File: src/rtl/scan_dt_pkg.sv
package scan_dt_pkg;

    typedef enum logic [2:0] {
        ST_IDLE      = 3'd0,
        ST_LOAD      = 3'd1,
        ST_LAUNCH_SH = 3'd2,
        ST_LAUNCH_FN = 3'd3,
        ST_CAPTURE   = 3'd4,
        ST_UNLOAD    = 3'd5
    } seq_state_e;

    typedef enum logic {
        LAUNCH_BY_SHIFT = 1'b0,
        LAUNCH_BY_FUNC  = 1'b1
    } launch_e;

    typedef struct packed {
        logic scan_en;
        logic busy;
        logic done;
    } seq_flags_t;

    // test mode (shift) everywhere except the functional launch and capture cycles
    function automatic logic is_test_mode(seq_state_e s);
        return (s != ST_LAUNCH_FN) && (s != ST_CAPTURE);
    endfunction

endpackage

File: src/rtl/scan_mux_cell.sv
module scan_mux_cell (
    input  logic clk,
    input  logic rst,
    input  logic sel_scan,
    input  logic scan_d,
    input  logic func_d,
    output logic q
);
    logic d_mux;

    always_comb d_mux = sel_scan ? scan_d : func_d;

    always_ff @(posedge clk) begin
        if (rst) q <= 1'b0;
        else     q <= d_mux;
    end
endmodule

File: src/rtl/scan_chain.sv
module scan_chain #(
    parameter int CHAIN_LEN = 8
) (
    input  logic                 clk,
    input  logic                 rst,
    input  logic                 scan_en,
    input  logic                 scan_in,
    input  logic [CHAIN_LEN-1:0] func_in,
    output logic [CHAIN_LEN-1:0] chain_q,
    output logic                 scan_out
);
    logic [CHAIN_LEN-1:0] serial_src;

    for (genvar i = 0; i < CHAIN_LEN; i++) begin : g_cell
        if (i == 0) begin : g_head
            assign serial_src[i] = scan_in;
        end else begin : g_body
            assign serial_src[i] = chain_q[i-1];
        end
        scan_mux_cell u_cell (
            .clk     (clk),
            .rst     (rst),
            .sel_scan(scan_en),
            .scan_d  (serial_src[i]),
            .func_d  (func_in[i]),
            .q       (chain_q[i])
        );
    end

    assign scan_out = chain_q[CHAIN_LEN-1];


    shift_head_chk: assert property (@(posedge clk) disable iff (rst)
        scan_en |=> chain_q[0] == $past(scan_in));

    shift_body_chk: assert property (@(posedge clk) disable iff (rst)
        scan_en |=> chain_q[CHAIN_LEN-1:1] == $past(chain_q[CHAIN_LEN-2:0]));

    func_load_chk: assert property (@(posedge clk) disable iff (rst)
        !scan_en |=> chain_q == $past(func_in));
endmodule

File: src/rtl/delay_seq_ctrl.sv
module delay_seq_ctrl
    import scan_dt_pkg::*;
#(
    parameter int CHAIN_LEN = 8,
    parameter int NUM_PAT   = 3
) (
    input  logic       clk,
    input  logic       rst,
    input  logic       start,
    input  logic       scheme,
    output seq_flags_t flags
);
    localparam int CW = $clog2(CHAIN_LEN + 1);
    localparam int PW = $clog2(NUM_PAT + 1);
    localparam logic [CW-1:0] LAST_BIT = CW'(CHAIN_LEN - 1);
    localparam logic [PW-1:0] LAST_PAT = PW'(NUM_PAT - 1);

    seq_state_e    state_q, state_d;
    logic [CW-1:0] bit_q, bit_d;
    logic [PW-1:0] pat_q, pat_d;
    launch_e       scheme_q, scheme_d;
    logic          scan_en_q, done_q, done_d;

    always_comb begin
        state_d  = state_q;
        bit_d    = bit_q;
        pat_d    = pat_q;
        scheme_d = scheme_q;
        done_d   = 1'b0;
        unique case (state_q)
            ST_IDLE: begin
                if (start) begin
                    state_d  = ST_LOAD;
                    bit_d    = '0;
                    pat_d    = '0;
                    scheme_d = launch_e'(scheme);
                end
            end
            ST_LOAD: begin
                if (bit_q == LAST_BIT) begin
                    bit_d   = '0;
                    state_d = (scheme_q == LAUNCH_BY_FUNC) ? ST_LAUNCH_FN : ST_LAUNCH_SH;
                end else begin
                    bit_d = bit_q + 1'b1;
                end
            end
            ST_LAUNCH_SH: state_d = ST_CAPTURE;
            ST_LAUNCH_FN: state_d = ST_CAPTURE;
            ST_CAPTURE: begin
                bit_d = '0;
                if (pat_q == LAST_PAT) begin
                    state_d = ST_UNLOAD;
                end else begin
                    pat_d   = pat_q + 1'b1;
                    state_d = ST_LOAD;
                end
            end
            ST_UNLOAD: begin
                if (bit_q == LAST_BIT) begin
                    state_d = ST_IDLE;
                    done_d  = 1'b1;
                end else begin
                    bit_d = bit_q + 1'b1;
                end
            end
            default: state_d = ST_IDLE;
        endcase
    end

    always_ff @(posedge clk) begin
        if (rst) begin
            state_q   <= ST_IDLE;
            bit_q     <= '0;
            pat_q     <= '0;
            scheme_q  <= LAUNCH_BY_SHIFT;
            scan_en_q <= 1'b1;
            done_q    <= 1'b0;
        end else begin
            state_q   <= state_d;
            bit_q     <= bit_d;
            pat_q     <= pat_d;
            scheme_q  <= scheme_d;
            scan_en_q <= is_test_mode(state_d);
            done_q    <= done_d;
        end
    end

    always_comb begin
        flags.scan_en = scan_en_q;
        flags.busy    = (state_q != ST_IDLE);
        flags.done    = done_q;
    end


    scheme_hold_chk: assert property (@(posedge clk) disable iff (rst)
        (flags.busy && $past(flags.busy)) |-> $stable(scheme_q));

    launch_capture_chk: assert property (@(posedge clk) disable iff (rst)
        (state_q == ST_LAUNCH_SH || state_q == ST_LAUNCH_FN) |=> (state_q == ST_CAPTURE && !scan_en_q));

    func_window_chk: assert property (@(posedge clk) disable iff (rst)
        (!scan_en_q && !$past(scan_en_q)) |=> scan_en_q);

    back_to_test_chk: assert property (@(posedge clk) disable iff (rst)
        (state_q == ST_CAPTURE) |=> scan_en_q);

    done_pulse_chk: assert property (@(posedge clk) disable iff (rst)
        done_q |=> !done_q);

    done_idle_chk: assert property (@(posedge clk) disable iff (rst)
        done_q |-> !flags.busy);

    idle_mode_chk: assert property (@(posedge clk) disable iff (rst)
        !flags.busy |-> scan_en_q);
endmodule

File: src/rtl/atspeed_scan_seq.sv
module atspeed_scan_seq
    import scan_dt_pkg::*;
#(
    parameter int CHAIN_LEN = 8,
    parameter int NUM_PAT   = 3
) (
    input  logic                 clk,
    input  logic                 rst,
    input  logic                 start_i,
    input  logic                 scheme_i,
    input  logic                 scan_in_i,
    input  logic [CHAIN_LEN-1:0] func_in_i,
    output logic [CHAIN_LEN-1:0] chain_q_o,
    output logic                 scan_en_o,
    output logic                 scan_out_o,
    output logic                 busy_o,
    output logic                 done_o
);
    seq_flags_t flags;

    delay_seq_ctrl #(
        .CHAIN_LEN(CHAIN_LEN),
        .NUM_PAT  (NUM_PAT)
    ) u_ctrl (
        .clk   (clk),
        .rst   (rst),
        .start (start_i),
        .scheme(scheme_i),
        .flags (flags)
    );

    scan_chain #(
        .CHAIN_LEN(CHAIN_LEN)
    ) u_chain (
        .clk     (clk),
        .rst     (rst),
        .scan_en (flags.scan_en),
        .scan_in (scan_in_i),
        .func_in (func_in_i),
        .chain_q (chain_q_o),
        .scan_out(scan_out_o)
    );

    assign scan_en_o = flags.scan_en;
    assign busy_o    = flags.busy;
    assign done_o    = flags.done;
endmodule

File: config.mk
export PLATFORM = sky130hd
export DESIGN_NAME = atspeed_scan_seq
export DESIGN_NICKNAME = d
export VERILOG_FILES = /design/src/rtl/scan_dt_pkg.sv /design/src/rtl/scan_mux_cell.sv /design/src/rtl/scan_chain.sv /design/src/rtl/delay_seq_ctrl.sv /design/src/rtl/atspeed_scan_seq.sv
export SDC_FILE = /design/constraint.sdc
export NUM_CORES = 1
export LEC_CHECK = 0
export BUFFER_PORTS_ARGS = -buffer_cell sky130_fd_sc_hd__buf_2
export CAP_MARGIN = 10
export CORE_MARGIN = 5
export CORE_UTILIZATION = 54
export DETAILED_ROUTE_END_ITERATION = 10
export GPL_TIMING_DRIVEN = 0
export HOLD_SLACK_MARGIN = 0.12
export PLACE_DENSITY = 0.81
export SLEW_MARGIN = 20
export SYNTH_ARGS = -nofsm -noshare
export SYNTH_HDL_FRONTEND = slang
export SYNTH_SLANG_ARGS = --single-unit
File: constraint.sdc
create_clock -name clk -period 2 [get_ports clk]
set_input_delay 0.1 -clock clk [delete_from_list [all_inputs] [get_ports clk]]
set_output_delay 0.1 -clock clk [all_outputs]
set_load 0.05 [all_outputs]
==> results.txt, run 1 <==
- Run status: complete, no violations
- Power per cell area: approximately 660 mW/mm^2
* Insertion delay to the later sink of the worst-skew pair: between 0.3 and 0.4 ns
- A synthesized cell averages slightly above 9 um^2.
- During synthesis, Yosys emitted a total of 0 warnings.
- Counting every instance in the synthesized netlist gives roughly 100.
- Total of buffers placed on input and output ports: 24
- Via count of the routed design: about 860
* Count of pins on the block boundary: 25
* Sequential-to-total area share from yosys stat: 0.419
- Cell Area, Placed: between 0.001 and 0.0015 mm^2
- Combined global-route utilization of all metal layers: 0.179
- In this run the critical register-to-register path is launched from u_ctrl.scan_en_q$_SDFF_PP1_.
- Setup violations remaining at the end of the flow were counted as 0.
* Number of cells traversed by the worst register-to-register path: 4
- Classification of the worst setup path: reg2reg
* Max-capacitance violation count: 0
- Cell count after placement: about 150
- Post-detailed-placement half-perimeter wirelength: between 1000 and 1500 um
- Global-route wire length before repair: 3630 um
- From bottom edge to top edge, the die measures ~52 um.
- Final critical-path required period: about 1.5 ns
- Number of nets in the layout: around 160
* Commonest cells after routing, fill and taps aside: 26 x sky130_fd_sc_hd__buf_2, 20 x sky130_fd_sc_hd__dfxtp_1, 13 x sky130_fd_sc_hd__nor2_1
* Antenna Cells: 0
* Final critical-path setup slack: roughly 0.48 ns
- In this run the worst path has a maximum fanout of 8.
- In the routed design, unresolved DRC markers number 0.
- Register bit total from synthesis: 20
* Post-route clock period utilization: 0.760
* Mapped cell area: about 950 um^2
- Of the cells placed in the final design, the portion with a size suffix greater than 1 is 0.315.
- Register clock-pin slew on the reported worst setup and hold paths: approximately 0.11 ns
- Area taken by flip-flops and latches: ~400 um^2
- The most used flip-flop cell after synthesis is sky130_fd_sc_hd__dfxtp_1.
- After routing the design area is around 0.0013 mm^2.
* HP Class: in2reg
* Worst path arrival time: 1.72 ns
- Synth cell types: 38
- Clock buffer count from CTS: 3
- Nature of the critical path endpoint: flip-flop
- The die is between 50 and 60 um wide.
* Setup slack of the worst register-to-register path: 0.48 ns
- Clock tree synthesis selected as its root buffer the cell sky130_fd_sc_hd__clkbuf_4.
* Area growth from synthesis to layout: 32.9%
- Together, buffers and inverters on the worst path number 2.
- For this run, the top clock speed supported by timing is ~0.66 GHz.
* Total overflow reported by the global router: 0
- Power comes to around 0.84 mW.
- TritonCTS built the clock tree.
* Routed vias/inst: a little over 5
- In this run the static leakage power is 0.622 nW.
* Remaining antenna violation count after routing: 0
- Fill cells in the final layout number roughly 140.
- Startpoint of the worst setup timing path: u_ctrl.scan_en_q$_SDFF_PP1_
- In the final routed layout, each cell accounts on average for ~13 um.
* Max Slew Vio Count: 0
* Most common cell after layout, fill and taps aside: sky130_fd_sc_hd__buf_2
- Setup repair after global routing missed its margin: no
* Area of the die: 0.00271 mm^2
- Count of flip-flops with a built-in enable after synthesis: 0
- Critical path depth in cells: 4
- VDD sags by at most approximately 0.38 mV.
- After floorplanning, the core was divided into 15 placement rows.
* Iteration count of the initial detailed-routing pass: 4
- Number of H-tree levels: 1
- At the worst endpoint, the required time is approximately 2.2 ns.
- Counting along the longest clock path gives a buffer depth of 2.
* Worst reg2reg endpoint: u_chain.g_cell[0].u_cell.q$_SDFF_PP0_
* Final hold vios: 0
- Multi-input gate area in the final layout: between 400 and 500 um^2
* Crit-path cells: buf_2 > mux2i_1 > dlygate4sd3_1 > nor2_1
* Largest stage delay on the critical path: 0.57 ns
* Setup TNS: 0 ns
- Among all stages on the critical path, the largest delay is contributed by sky130_fd_sc_hd__dlygate4sd3_1.
- Transition at the pin with the smallest max-transition slack: 0.431 ns
* Largest delay contributor family on the critical path: buffers and inverters
- Weighted congestion reported at the end of routability-driven placement: between 0.8 and 0.9
* Area of the core: roughly 0.0017 mm^2
- Sink count of the clock tree: 20
- Worst relative slew slack: 0.712
- Mapped Nets: between 100 and 150
- Worst slack, placed: between 0.6 and 0.7 ns
- Starting density of the core: 0.559
* Vias in the first global route: 843
- The worst setup path is launched from a flip-flop.
- Leaving out filler cells and counting taps, the final layout contains 168.
* Drt total wl: between 2000 and 2500 um
* Largest net degree at the start of global routing: 13
* Largest clock skew in the final design: between 0.001 and 0.0015 ns
* Share of synthesized flip-flops with an asynchronous set or reset: 0
- Initial antenna violation count: 0
* Termination of the worst setup path: u_chain.g_cell[0].u_cell.q$_SDFF_PP0_
- Number of design-rule violations left by the first detailed-router iteration: 4
routing by layer:
| layer | routed length, um | share of wire | vias to the layer above | track usage |
|---|---|---|---|---|
| met5 | 0 | 0 | - | 0 |
| met4 | 29 | 0.014 | 0 | 0.0655 |
| met3 | 131 | 0.062 | 4 | 0.0287 |
| met2 | 1060 | 0.50 | 29 | 0.310 |
| met1 | 891 | 0.42 | 396 | 0.219 |
| li1 | - | - | 435 | - |
tightest hold or removal path, stage by stage:
cell and delay, ns:
sky130_fd_sc_hd__buf_2 0.10, sky130_fd_sc_hd__nor3_1 0.05, sky130_fd_sc_hd__o21ai_0 0.15, sky130_fd_sc_hd__a21oi_1 0.07
sequential cells by signal, summed over array words and instances (netlist names):
name and count:
u_ctrl.bit_q 4, u_ctrl.done_q 1, u_ctrl.pat_q 2, u_ctrl.scan_en_q 1, u_chain.g_cell.u_cell.q 8, u_ctrl.state_q 3, u_ctrl.scheme_q 1
how the worst min path moves through the flow:
stage | slack [ns] | startpoint | end | cells past startpoint
6_report | 0.21 | start_i | u_ctrl.bit_q[2]$_SDFFE_PP0P_ | 4
5_1_grt | 0.21 | start_i | u_ctrl.bit_q[2]$_SDFFE_PP0P_ | 4
2_1_floorplan | 0.16 | rst | u_ctrl.state_q[2]$_SDFF_PP0_ | 1
4_1_cts | 0.20 | start_i | u_ctrl.bit_q[2]$_SDFFE_PP0P_ | 4
3_3_place_gp | 0.33 | func_in_i[2] | u_chain.g_cell[2].u_cell.q$_SDFF_PP0_ | 3
3_5_place_dp | 0.34 | func_in_i[2] | u_chain.g_cell[2].u_cell.q$_SDFF_PP0_ | 3
report_power, final:
group / switching, mW / total, mW / internal [mW]
Clock: 0.129 / 0.332 / 0.203
Sequential: 0.00666 / 0.413 / 0.407
Combinational: 0.0503 / 0.0976 / 0.0473
Total: 0.186 / 0.843 / 0.657
metrics by stage:
step | hold slack [ns] | utilization
5_1_grt | 0.205 | 0.743
6_report | 0.208 | 0.743
4_1_cts | 0.195 | 0.743
2_1_floorplan | 0.162 | -
3_3_place_gp | 0.329 | 0.648
3_5_place_dp | 0.338 | 0.648
repair_timing:
item / 4_1_cts / 5_1_grt
buffers inserted: 0 / 0
resized for setup: 0 / 0
endpoints found under the setup margin: 0 / 0
hold endpoints to repair: 12 / 0
hold buffers: 11 / 0
area by class of cell:
cell class / instances / area share
clock buffer: 3 / 0.0178
tap: 25 / 0.0247
sequential: 20 / 0.316
clock inverter: 1 / 0.0237
inverter: 5 / 0.0148
multi-input combinational: 66 / 0.349
buffer: 13 / 0.0730
timing repair buffer: 35 / 0.181
synthesized netlist by cell type, types with 2 or more instances:
cell / count / area share
sky130_fd_sc_hd__a31oi_1: 2 / 0.013
sky130_fd_sc_hd__inv_1: 5 / 0.020
sky130_fd_sc_hd__nor2_1: 13 / 0.051
sky130_fd_sc_hd__a21oi_1: 4 / 0.021
sky130_fd_sc_hd__dfxtp_1: 20 / 0.42
sky130_fd_sc_hd__or3_1: 3 / 0.020
sky130_fd_sc_hd__ha_1: 2 / 0.026
sky130_fd_sc_hd__o21ai_0: 4 / 0.021
sky130_fd_sc_hd__buf_2: 2 / 0.010
sky130_fd_sc_hd__nand2_1: 4 / 0.016
sky130_fd_sc_hd__mux2i_1: 9 / 0.094
sky130_fd_sc_hd__buf_4: 9 / 0.071
sky130_fd_sc_hd__and2_1: 2 / 0.013
cell families after synthesis:
| family | share of synthesized area |
|---|---|
| buffers and inverters | 0.117 |
| adder cells (fa/ha/maj) | 0.0262 |
| AND/OR/NAND/NOR | 0.212 |
| multiplexers | 0.0944 |
| flip-flops | 0.419 |
| AO/OA/AOI/OAI | 0.131 |
(Power assumes the default switching activity.)
==> run 2, diff against run 1 <==
Settings changed: CORE_UTILIZATION 54 to 50, PLACE_DENSITY 0.81 to 0.76.
Clock period 2 ns to 1.4 ns, I/O delays scaled along.
==> results.txt, run 2 (synthesis results as in run 1) <==
- The CTS tree is built (unchanged).
* Number of buffers between clock root and the deepest sink: 2 (unchanged)
- Max Fclk: 0.731 GHz (was 0.658 GHz)
- The routability-driven placement congestion ratio was 0.813 (was 0.823).
- The via count of the first global-routing pass is 851 (was 843).
* Largest clock skew in the final design: 0.00151 ns (was 0.00108 ns)
* Layout cells sized above 1: 0.375 (was 0.315)
- The busiest layer in global routing was met2 (unchanged).
- The number of routed nets with antenna violations is 0 (unchanged).
* Total of buffers placed on input and output ports: 24 (unchanged)
- The required time of the critical path is 1.64 ns (was 2.20 ns).
* Worst IR drop on VDD: 0.728 mV (was 0.379 mV)
* Total power draw: 1.21 mW (was 0.843 mW)
- Fraction of met1 tracks used by global routing: 0.179 (was 0.219)
- Power per cell area: 924 mW/mm^2 (was 664 mW/mm^2)
- The number of remaining DRC errors came to 0 (unchanged).
- Root buffer cell: sky130_fd_sc_hd__clkbuf_4 (unchanged)
* Met3 routing resource usage after global routing: 0.0332 (was 0.0287)
- Final hold vios: 0 (unchanged)
* Starting density of the core: 0.541 (was 0.559)
- Crit-path cells: inv_1 > ha_1 > or4_1 > a21oi_1 (was buf_2 > mux2i_1 > dlygate4sd3_1 > nor2_1)
- Area of the core: 0.00176 mm^2 (was 0.00171 mm^2)
* Area growth from synthesis to layout: 37.6% (was 32.9%)
- The per-cell via count in the routed design came to 5.34 (was 5.14).
- The final count of negative-setup-slack endpoints came to 0 (unchanged).
- The die footprint was 0.00288 mm^2 (was 0.00271 mm^2).
- HP Class: in2reg (unchanged)
- Regs by FF count: u_chain.g_cell.u_cell.q x8, u_ctrl.bit_q x4, u_ctrl.state_q x3 (unchanged)
* Antenna Cells: 0 (unchanged)
- Final critical-path required period: 1.37 ns (was 1.52 ns)
- The final global-route overflow total came to 0 (unchanged).
- Startpoint of the tightest hold check path: start_i (unchanged)
- Number of flip-flops under the largest register name: 8 (unchanged)
- Crit path max-delay cell type: sky130_fd_sc_hd__or4_1 (was sky130_fd_sc_hd__dlygate4sd3_1)
* Initial antenna violation count: 0 (unchanged)
* Number of nets in the layout: 160 (was 159)
* Crit path max fanout: 5 (was 8)
- Transition at the pin with the smallest max-transition slack: 0.408 ns (was 0.431 ns)
* Reported leakage power: 0.630 nW (was 0.622 nW)
* Largest net degree at the start of global routing: 13 (unchanged)
- The HPWL after detailed placement was 1480 um (was 1440 um).
- The number of placement rows was 15 (unchanged).
- Commonest cells after routing, fill and taps aside: 24 x sky130_fd_sc_hd__buf_2, 14 x sky130_fd_sc_hd__dfxtp_1, 13 x sky130_fd_sc_hd__nor2_1 (was 26 x sky130_fd_sc_hd__buf_2, 20 x sky130_fd_sc_hd__dfxtp_1, 13 x sky130_fd_sc_hd__nor2_1)
- The largest stage delay on the critical path was 0.53 ns (was 0.57 ns).
- The number of sinks driven by the clock tree is 20 (unchanged).
- Startpoint of the worst setup timing path: u_ctrl.pat_q[0]$_SDFFE_PP0P_ (was u_ctrl.scan_en_q$_SDFF_PP1_)
- Iteration count of the initial detailed-routing pass: 4 (unchanged)
- Largest register by flop count: u_chain.g_cell.u_cell.q (unchanged)
- The sort of element at the start of the critical path is a flip-flop (unchanged).
- Run status: complete, no violations (unchanged)
- Horizontal extent of the die: 53.7 um (was 52.0 um)
- The arrival time at the worst endpoint was 1.61 ns (was 1.72 ns).
- The number of pins exceeding their max-slew limit in the final report is 0 (unchanged).
* Worst relative slew slack: 0.728 (was 0.712)
* Nature of the critical path endpoint: flip-flop (unchanged)
- Via count of the routed design: 903 (was 864)
* Clock buffer count from CTS: 3 (unchanged)
* GR Util met2: 0.319 (was 0.310)
- Final Util: 0.745 (was 0.743)
* Number of H-tree levels: 1 (unchanged)
- The vertical extent of the die came to 53.7 um (was 52.0 um).
- The clock-pin slew on the worst setup and hold paths came to 0.11 ns (about the same).
- The overall global routing resource usage is 0.171 (was 0.179).
* Global-route wire length before repair: 3560 um (was 3630 um)
* Average wire per cell in the routed design: 12.7 um (was 12.6 um)
- The insertion delay of the later-clocked pin in the worst-skew pair is 0.31 ns (about the same).
- Number of design-rule violations left by the first detailed-router iteration: 12 (was 4)
- The type of the worst setup path is reg2reg (unchanged).
- The count of boundary I/O pins is 25 (unchanged).
- The launch instance of the worst register-to-register path was u_ctrl.pat_q[0]$_SDFFE_PP0P_ (was u_ctrl.scan_en_q$_SDFF_PP1_).
- The overall routed net length is 2140 um (was 2120 um).
* Max-capacitance violation count: 0 (unchanged)
- Most common cell after layout, fill and taps aside: sky130_fd_sc_hd__buf_2 (unchanged)
- The portion of the clock cycle consumed by the worst path in the final layout came to 0.978 (was 0.760).
-- run 2: cell types whose count changed in the layout (fill, tap and decap cells not counted), sizes merged --
cell  delta
buf      +1
-- run 2: power by group --
| group | internal, mW | total [mW] | switching (mW) |
|---|---|---|---|
| combinational | 0.0731 | 0.143 | 0.0702 |
| clock | 0.290 | 0.475 | 0.185 |
| sequential | 0.582 | 0.596 | 0.0139 |
-- run 2: stage by stage --
stage	setup TNS [ns]	hold slack (ns)	setup slack [ns]	cell area, um^2	std cells
after global placement	0	0.300	0.00626	1110	153
after global routing	-0.00611	0.236	-0.00611	1310	169
after detailed placement	-0.00170	0.310	-0.00170	1110	153
final	0	0.202	0.0314	1310	169
after CTS	-0.0129	0.185	-0.0129	1290	170
after floorplan	0	0.132	0.0872	955	104
-- run 2: path summary, 6_finish.rpt --
check	to	slack, ns	cells past startpoint
setup / recovery	u_ctrl.pat_q[1]$_SDFFE_PP0P_	0.03	4
hold / removal	u_ctrl.pat_q[0]$_SDFFE_PP0P_	0.20	4
setup reg to reg	u_ctrl.pat_q[1]$_SDFFE_PP0P_	0.03	4
hold reg to reg	u_ctrl.pat_q[1]$_SDFFE_PP0P_	0.51	2
-- run 2: routing by layer --
metal	vias up	part of all wire
met1	436	0.42
met4	0	0.022
met2	22	0.51
met3	5	0.042
li1	440	-
met5	-	0
-- run 2: cell type report --
cell class	count	area [um^2]
Multi-Input combinational cell	66	460
Clock inverter	1	30.0
Fill cell	149	450
Buffer	11	80.1
Tap cell	25	31.3
Clock buffer	3	22.5
Sequential cell	20	408
Inverter	5	18.8
Timing Repair Buffer	38	263
-- run 2: critical path: cells and delay by family (launching register included) --
| family | cells | cell delay [ns] |
|---|---|---|
| and+or+nand+nor | 1 | 0.53 |
| DFF | 1 | 0.36 |
| adders and majority gates | 1 | 0.23 |
| AOI/OAI and AO/OA | 1 | 0.14 |
| buffers and inverters | 1 | 0.04 |
-- run 2: what timing repair did --
action	CTS	global route
hold endpoints to repair	12	0
hold buffers	11	0
resized for setup	5	9
setup endpoints to repair	3	4
pin swaps	0	2
buffers inserted	2	1
